<file path="src/rtl/tdg_pkg.sv">
// Shared types for the triggered delay generator.
// Assumes: consumers import the package; no state lives here.
package tdg_pkg;

    typedef enum logic {
        SRC_INTERNAL = 1'b0,
        SRC_EXTERNAL = 1'b1
    } trig_src_e;

    typedef enum logic {
        CNT_IDLE = 1'b0,
        CNT_RUN  = 1'b1
    } cnt_state_e;

endpackage

</file>
<file path="src/rtl/tdg_trig_front.sv">
// Trigger front end: synchronises the external trigger, selects the source
// and produces a one-cycle rising-edge strobe.
// Assumes: trig_int is already synchronous to clk; SYNC_STAGES >= 2.
module tdg_trig_front
    import tdg_pkg::*;
#(
    parameter int SYNC_STAGES = 2
) (
    input  logic clk,
    input  logic rst_n,
    input  logic trig_sel,
    input  logic trig_int,
    input  logic trig_ext,
    output logic trig_lvl,
    output logic trig_rise
);

    logic [SYNC_STAGES-1:0] sync_q;
    logic                   prev_q;

    // Shift the asynchronous external trigger through the synchroniser chain.
    always_ff @(posedge clk) begin
        if (!rst_n) begin
            sync_q <= '0;
        end else begin
            sync_q <= {sync_q[SYNC_STAGES-2:0], trig_ext};
        end
    end

    // Pick the active trigger source.
    always_comb begin
        if (trig_src_e'(trig_sel) == SRC_EXTERNAL) begin
            trig_lvl = sync_q[SYNC_STAGES-1];
        end else begin
            trig_lvl = trig_int;
        end
    end

    // Remember the previous level for edge detection.
    always_ff @(posedge clk) begin
        if (!rst_n) begin
            prev_q <= 1'b0;
        end else begin
            prev_q <= trig_lvl;
        end
    end

    // Rising edge strobe.
    assign trig_rise = trig_lvl & ~prev_q;

endmodule

</file>
<file path="src/rtl/tdg_counter.sv">
// Delay counter: starts from zero on a start strobe when idle, runs to the
// modulo, then stops (single pass) or wraps (continuous). Holds the sticky
// done flag.
// Assumes: start is a single-cycle strobe; modulo is stable during a pass.
module tdg_counter
    import tdg_pkg::*;
#(
    parameter int CNT_W = 16
) (
    input  logic             clk,
    input  logic             rst_n,
    input  logic             enable,
    input  logic             bypass,
    input  logic             cont_mode,
    input  logic             start,
    input  logic             done_clr,
    input  logic [CNT_W-1:0] modulo,
    output logic [CNT_W-1:0] cnt,
    output logic             active,
    output logic             done
);

    localparam logic [CNT_W-1:0] ONE = {{(CNT_W-1){1'b0}}, 1'b1};

    cnt_state_e       state_q;
    logic [CNT_W-1:0] cnt_q;
    logic             done_q;
    logic             at_mod;

    // Terminal count reached during a pass.
    assign at_mod = (state_q == CNT_RUN) && (cnt_q == modulo);

    // Count sequencing: idle/run state and the count value.
    always_ff @(posedge clk) begin
        if (!rst_n || !enable || bypass) begin
            state_q <= CNT_IDLE;
            cnt_q   <= '0;
        end else begin
            case (state_q)
                CNT_IDLE: begin
                    if (start) begin
                        state_q <= CNT_RUN;
                        cnt_q   <= '0;
                    end
                end
                CNT_RUN: begin
                    if (at_mod) begin
                        cnt_q <= '0;
                        if (!cont_mode) begin
                            state_q <= CNT_IDLE;
                        end
                    end else begin
                        cnt_q <= cnt_q + ONE;
                    end
                end
                default: begin
                    state_q <= CNT_IDLE;
                    cnt_q   <= '0;
                end
            endcase
        end
    end

    // Sticky done flag; a new terminal count beats a clear.
    always_ff @(posedge clk) begin
        if (!rst_n || !enable) begin
            done_q <= 1'b0;
        end else if (at_mod) begin
            done_q <= 1'b1;
        end else if (done_clr) begin
            done_q <= 1'b0;
        end
    end

    assign cnt    = cnt_q;
    assign active = (state_q == CNT_RUN);
    assign done   = done_q;

endmodule

</file>
<file path="src/rtl/tdg_match.sv">
// One delay channel comparator: flags the cycle in which the running count
// equals the channel delay.
// Assumes: cnt never exceeds modulo, so a delay above modulo never matches.
module tdg_match #(
    parameter int CNT_W = 16
) (
    input  logic [CNT_W-1:0] cnt,
    input  logic             active,
    input  logic [CNT_W-1:0] delay,
    output logic             hit
);

    // Compare only while a pass is in progress.
    assign hit = active && (cnt == delay);

endmodule

</file>
<file path="src/rtl/trig_delay_gen.sv">
// Top of the triggered delay generator: front end, counter, two delay
// channels and registered outputs (channel strobes, merged request, window).
// Assumes: control inputs come from a register bank in the clk domain,
// except trig_ext, which may be asynchronous.
module trig_delay_gen
    import tdg_pkg::*;
#(
    parameter int CNT_W       = 16,
    parameter int SYNC_STAGES = 2
) (
    input  logic             clk,
    input  logic             rst_n,
    input  logic             enable,
    input  logic             trig_sel,
    input  logic             trig_int,
    input  logic             trig_ext,
    input  logic             cont_mode,
    input  logic             bypass,
    input  logic             or_en,
    input  logic             done_clr,
    input  logic [CNT_W-1:0] modulo,
    input  logic [CNT_W-1:0] delay0,
    input  logic [CNT_W-1:0] delay1,
    output logic [1:0]       dly_pulse,
    output logic             conv_req,
    output logic             window,
    output logic             done
);

    localparam int N_CH = 2;

    logic             trig_lvl;
    logic             trig_rise;
    logic [CNT_W-1:0] cnt;
    logic             active;
    logic [CNT_W-1:0] delays [N_CH];
    logic [N_CH-1:0]  hit;
    logic [N_CH-1:0]  pulse_q;
    logic             conv_q;
    logic             win_q;

    assign delays[0] = delay0;
    assign delays[1] = delay1;

    tdg_trig_front #(
        .SYNC_STAGES(SYNC_STAGES)
    ) u_front (
        .clk      (clk),
        .rst_n    (rst_n),
        .trig_sel (trig_sel),
        .trig_int (trig_int),
        .trig_ext (trig_ext),
        .trig_lvl (trig_lvl),
        .trig_rise(trig_rise)
    );

    tdg_counter #(
        .CNT_W(CNT_W)
    ) u_cnt (
        .clk      (clk),
        .rst_n    (rst_n),
        .enable   (enable),
        .bypass   (bypass),
        .cont_mode(cont_mode),
        .start    (trig_rise),
        .done_clr (done_clr),
        .modulo   (modulo),
        .cnt      (cnt),
        .active   (active),
        .done     (done)
    );

    for (genvar ch = 0; ch < N_CH; ch++) begin : g_ch
        tdg_match #(
            .CNT_W(CNT_W)
        ) u_match (
            .cnt   (cnt),
            .active(active),
            .delay (delays[ch]),
            .hit   (hit[ch])
        );
    end

    // Output registers: delayed strobes, or bypassed edge, plus window.
    always_ff @(posedge clk) begin
        if (!rst_n || !enable) begin
            pulse_q <= '0;
            conv_q  <= 1'b0;
            win_q   <= 1'b0;
        end else if (bypass) begin
            pulse_q <= {N_CH{trig_rise}};
            conv_q  <= trig_rise;
            win_q   <= trig_lvl;
        end else begin
            pulse_q <= hit;
            conv_q  <= hit[0] | (or_en & hit[1]);
            if (hit[1]) begin
                win_q <= 1'b0;
            end else if (hit[0]) begin
                win_q <= 1'b1;
            end
        end
    end

    assign dly_pulse = pulse_q;
    assign conv_req  = conv_q;
    assign window    = win_q;

endmodule

</file>
<file path="config.mk">
export PLATFORM = sky130hd
export DESIGN_NAME = trig_delay_gen
export DESIGN_NICKNAME = d
export VERILOG_FILES = /design/src/rtl/tdg_pkg.sv /design/src/rtl/tdg_trig_front.sv /design/src/rtl/tdg_counter.sv /design/src/rtl/tdg_match.sv /design/src/rtl/trig_delay_gen.sv
export SDC_FILE = /design/constraint.sdc
export NUM_CORES = 1
export LEC_CHECK = 0
export ABC_AREA = 1
export CORE_MARGIN = 10
export CORE_UTILIZATION = 45
export DETAILED_ROUTE_END_ITERATION = 10
export PLACE_DENSITY = 0.76
export SYNTH_ARGS = -nofsm -noshare
export SYNTH_HDL_FRONTEND = slang
export SYNTH_SLANG_ARGS = --single-unit
</file>
<file path="constraint.sdc">
create_clock -name clk -period 2.8 [get_ports clk]
set_clock_uncertainty 0.1 [all_clocks]
set_input_delay 0.42 -clock clk [delete_from_list [all_inputs] [get_ports clk]]
set_output_delay 0.42 -clock clk [all_outputs]
set_load 0.05 [all_outputs]
</file>
==> results of run 1 <==
-- power by group --
part,internal (W),leakage [nW],switching [W]
combinational,0.000104,1.06,0.0000742
sequential,0.000359,0.202,0.00000268
clock,0.0000995,0.0255,0.000116
-- cell usage after synthesis, drive strengths merged --
cell type    n
nand2      148
o22ai        2
inv         65
nand4        1
mux2i        1
o21bai       1
buf          9
xor2         5
nand3b       2
or2          1
clkbuf       1
o21a         1
and2         1
dfxtp       25
nor2        45
o21ai       16
a21oi       19
ha           1
nor3         1
nand3       30
xnor2        6
-- sequential cells by signal, summed over array words and instances, names as in the netlist --
name / cells
window: 1
u_cnt.cnt: 16
u_front.prev_q: 1
u_front.sync_q: 2
u_cnt.active: 1
dly_pulse: 2
u_cnt.done: 1
conv_req: 1
-- metal layers --
metal  up-vias  part of all wire  track usage
met5         -                 0            0
met4         0             0.014       0.0573
met3         6             0.083       0.0285
met2       101              0.47        0.273
met1      1068              0.43        0.216
li1       1271                 -            -
-- layout make-up --
cell class / count / area [sq um]
clock inverters: 1 / 5.00
well taps: 52 / 65.1
flip-flops and latches: 25 / 500
multi-input cells: 281 / 1290
clock buffers: 3 / 41.3
repair buffers: 65 / 643
fillers: 470 / 1650
inverters: 65 / 244
-- how the worst min path moves through the flow --
stage                       from           endpoint  slack (ns)  cells after the start
2_1_floorplan  u_front.sync_q[0]  u_front.sync_q[1]        0.29                      2
3_5_place_dp   u_front.sync_q[0]  u_front.sync_q[1]        0.30                      2
4_1_cts        u_front.sync_q[0]  u_front.sync_q[1]        0.33                      2
6_report       u_front.sync_q[0]  u_front.sync_q[1]        0.32                      2
3_3_place_gp   u_front.sync_q[0]  u_front.sync_q[1]        0.30                      2
5_1_grt        u_front.sync_q[0]  u_front.sync_q[1]        0.37                      2
-- logic make-up after synthesis --
| family | count (synthesis) |
|---|---|
| AND/OR/NAND/NOR | 229 |
| buffers and inverters | 75 |
| AO/OA/AOI/OAI | 39 |
| flip-flops | 25 |
| XOR/XNOR | 11 |
| multiplexers | 1 |
| adder cells (fa/ha/maj) | 1 |
-- worst max-delay path, stage by stage --
cell and delay (ns):
clkdlybuf4s50_1 0.47, mux2i_1 0.31, nor2_1 0.12, nor2_2 0.33, buf_4 0.25, nand2_1 0.08, a21oi_1 0.15
-- stage by stage --
step           hold WS (ns)  cell area (sq um)
2_1_floorplan         0.290               2090
3_3_place_gp          0.303               2750
3_5_place_dp          0.304               2750
4_1_cts               0.327               2790
5_1_grt               0.365               2790
6_report              0.324               2790
==> results.md, run 1 <==
* Status: finished, final reports clean
* Dpl cells at slightly below 500
* Final Critical Period at 2.03 ns
* Worst slack, placed at ~0.53 ns
* Synth warn at 0
* Design Power at between 0.0007 and 0.0008 W
* P&R area growth vs syn at 33.3%
* Share of cells above drive strength 1 at 0.0568
* Worst r2r src: u_cnt.cnt[0]
* Final worst slack at 0.773 ns
* Headroom to the max-slew limit at 0.644
* Synth cell types at 31
* Post-Synth Simple-Gate Area at 0.459
* Vias at 2,446
* Gpl congestion at 0.918
* RSZ-0062 raised after global routing: no
* Least-Margin Pin Slew at 0.533 ns
* TritonCTS clock tree: done
* Commonest non-fill, non-tap cell in the layout: nand2_1
* Clock sink count at 25
* Register bit total from synthesis at 25
* Total GRT Usage at 0.167
* Data required time of the worst path at 2.90 ns
* Largest net degree at the start of global routing at 17
* Fin crit share at 0.724
* Die width at a little under 90 microns
* Routed len/inst at approximately 13 microns
* Die height at 88.2 microns
* Core area at 0.00444 sq mm
* Setup Crit Path Kind: in2reg
* CTS H-tree lvls at 1
* Setup TNS at 0 ns
* Cell taking the most area after synthesis: nand2_1
* FMAX at approximately 490 MHz
* Initial drt markers at 206
* Register area share after synthesis at 0.239
* Slew Limit Fails at 0
* Most frequent cells in the layout: nand2_1, clkdlybuf4s50_1, inv_1, nor2_1, nand3_1
* Fin cells at between 400 and 500
* Port buffer count at 62
* Gr ovfl total at 0
* Root buffer cell: clkbuf_8
* Post-CTS setup buffers at 0
* # setup viols final at 0
* Post-synthesis mux area share at 0.00478
* Synth Area in Adders at 0.00597
* Post-Synth XOR/XNOR Area at 0.0460
* Max-cap viol count at 0
* Hold Crit Class: reg2reg
* Drt total wl at 6350 microns
* Critical Path End: u_cnt.cnt[1]
* Main combinational cell family by area after synthesis: simple AND/OR/NAND/NOR gates
* Effective utilization at floorplan at 0.471
* Mean Syn Cell Area at 5.50 sq um
* Worst r2r dst: u_cnt.cnt[14]
* PD cells at 271 mW/mm^2
* Peak supply drop at 0.171 mV
* Antenna Nets Post-Route at 0
* Via/cell ratio at 4.97
* Clock slew at reported path FFs at 0.09 ns
* Net Count, Synth at 440
* Clk buf depth at 2
* DR pass1 iterations at 5
* WP data arrival at around 2.1 ns
* Syn Inst Count at 381
* Vias in the first global route at 2,285
* Compound-Gate Fraction of Synth Area at 0.102
* Top post-synthesis cells by area: nand2_1, dfxtp_1, inv_1
* IO Pins at 63
* Crit path max fanout at 9
* Crit end category: flop
* Yosys top cell area share at 0.260
* Detail Placement HPWL at 5230 microns
* Initial antenna violation count at 0
* R2R cell count at 10
* Post-CTS Resized at 0
* Worst setup path start: trig_sel
* Num CTS Buffers at 3
* Cts hold-fix bufs at 0
* Die ar. at 0.00778 sq mm
* Cell Area, Synth at 0.00209 sq mm
* Nature of the critical path startpoint: input pin
* Layout Nets at 500
* Global-route wire length before repair at 10,600 microns
* Reg2Reg Setup Slack at 0.99 ns
* Latest clock arrival within the worst-skew pair at 0.27 ns
* Row Count at 24
* # diodes at 0
* Residual DRC at 0
* Leakage at about 1.3 nW
* Final hold violation count at 0
* Final Core Density at 0.628
(Power assumes the default switching activity.)
==> run 2, diff against run 1 <==
clock period = 1.9 ns   (was 2.8 ns; I/O delays follow)
==> results.md, run 2 (same netlist as run 1, synthesis figures left out) <==
* Slew Limit Fails at 0 (unchanged)
* CTS H-tree lvls at 1 (unchanged)
* Initial drt markers at 176 (-15%)
* Fin crit share at 0.941
* Crit end category: primary output
* Gr ovfl total at 0 (unchanged)
* Num CTS Buffers at 3 (unchanged)
* Nature of the critical path startpoint: flop
* Global-route wire length before repair at 10,500 microns (-0.97%)
* Max-cap viol count at 0 (unchanged)
* Initial antenna violation count at 0 (unchanged)
* Die width at 88.2 microns (unchanged)
* # setup viols final at 0 (unchanged)
* Core area at 0.00444 sq mm (unchanged)
* Detail Placement HPWL at 5390 microns (+3.1%)
* Vias in the first global route at 2,208 (-3.4%)
* Setup Crit Path Kind: reg2out
* Latest clock arrival within the worst-skew pair at 0.28 ns (about the same)
* Via/cell ratio at 4.89 (-1.7%)
* Status: finished, final reports clean
* Effective utilization at floorplan at 0.471 (unchanged)
* Row Count at 24 (unchanged)
* CP max stage delay at 0.80 ns (+0.33 ns)
* P&R area growth vs syn at 35.4%
* Antenna Nets Post-Route at 0 (unchanged)
* Layout Nets at 506 (+1.2%)
* Share of cells above drive strength 1 at 0.0762 (+0.0194)
* Commonest non-fill, non-tap cell in the layout: nand2_1
* Residual DRC at 0 (unchanged)
* Data required time of the worst path at 1.51 ns (-1.39 ns)
* RSZ-0062 raised after global routing: no
* Setup TNS at 0 ns (unchanged)
* Leakage at 1.32 nW (+2.4%)
* Most frequent cells in the layout: nand2_1, inv_1, clkdlybuf4s50_1, nor2_1, nand3_1
* Routed len/inst at 13.1 microns (+1.9%)
* Worst path top cell family by delay: buffers and inverters
* Gpl congestion at 0.916 (-0.21%)
* Number of flip-flops in the largest register at 16 (unchanged)
* DR pass1 iterations at 5 (unchanged)
* Critical-path cell list: clkdlybuf4s50_1
* Slowest cell on the critical path: clkdlybuf4s50_1
* Design area at 0.00284 sq mm (+1.6%)
* Post-CTS setup buffers at 0 (unchanged)
* Drt total wl at 6550 microns (+3.1%)
* FMAX at 559 MHz
* Clock sink count at 25 (unchanged)
* Port buffer count at 62 (unchanged)
* Die ar. at 0.00778 sq mm (unchanged)
* Final Critical Period at 1.79 ns
* Hold Crit Class: reg2reg
* Least-Margin Pin Slew at 0.510 ns (-0.0228 ns)
* TritonCTS clock tree: done
* Clk buf depth at 2 (unchanged)
* Die height at 88.2 microns (unchanged)
* Peak supply drop at 0.235 mV (+38%)
* Vias at 2,434 (-0.49%)
* Placed cell area at 0.00279 sq mm (+1.5%)
* Headroom to the max-slew limit at 0.659 (+0.0146)
* WP data arrival at 1.40 ns (-0.73 ns)
* # diodes at 0 (unchanged)
* Final hold violation count at 0 (unchanged)
* Total GRT Usage at 0.169 (+0.00189)
* Root buffer cell: clkbuf_8
* Crit path max fanout at 1 (-8)
* Clock slew at reported path FFs at 0.10 ns (about the same)
* IO Pins at 63 (unchanged)
* Critical path buffer and inverter count at 1 (-1)
* Largest net degree at the start of global routing at 17 (unchanged)
* PD cells at 401 mW/mm^2 (+48%)
run 2: cell types whose count changed in the layout (fill, tap and decap cells not counted):
cell	change
dfxtp_1	-1
clkinv_2	-1
clkdlybuf4s50_1	-2
dfxtp_2	+1
clkinvlp_4	+1
buf_4	+8
run 2: per-stage QoR:
stage                util  cells  worst slack (ns)  total power, W  hold WS, ns
finish              0.638    498             0.111         0.00114        0.325
global route        0.638    498            0.0377         0.00119        0.340
CTS                 0.638    498            0.0954         0.00114        0.326
detailed placement  0.627    494            0.0101        0.000814        0.303
global placement    0.627    494           0.00112        0.000811        0.293
floorplan               -    381             0.402        0.000648        0.278
run 2: path summary, 6_finish.rpt:
kind	start	endpoint	slack (ns)	cells after the start
worst max-delay path	conv_req	conv_req	0.11	1
worst min-delay path	u_front.sync_q[0]	u_front.sync_q[1]	0.33	2
worst max register to register	u_cnt.cnt[6]	u_cnt.cnt[0]	0.20	9
worst min register to register	u_front.sync_q[0]	u_front.sync_q[1]	0.33	2
run 2: repair_timing:
action,CTS,global route
hold endpoints to repair,0,0
hold buffers,0,0
gates resized for setup,0,1
endpoints found under the setup margin,0,1
run 2: power breakdown:
| group | switching (W) | total (W) | internal (W) |
|---|---|---|---|
| sequential | 0.00000245 | 0.000532 | 0.000529 |
| clock | 0.000185 | 0.000334 | 0.000149 |
| combinational | 0.000113 | 0.000271 | 0.000158 |
| total | 0.000301 | 0.00114 | 0.000837 |
run 2: layout make-up:
| class | count | area, sq um |
|---|---|---|
| fill | 446 | 1610 |
| multi-input combinational | 281 | 1290 |
| timing repair buffer | 71 | 683 |
| sequential | 25 | 502 |
| inverter | 65 | 244 |
| tap | 52 | 65.1 |
| clock buffer | 3 | 41.3 |
| clock inverter | 1 | 7.51 |
run 2: layer usage:
layer,vias up,global-route usage,share of wire
met5,-,0,0
met4,0,0.0587,0.013
met3,6,0.0303,0.089
met2,97,0.293,0.48
met1,1045,0.204,0.42
li1,1286,-,-
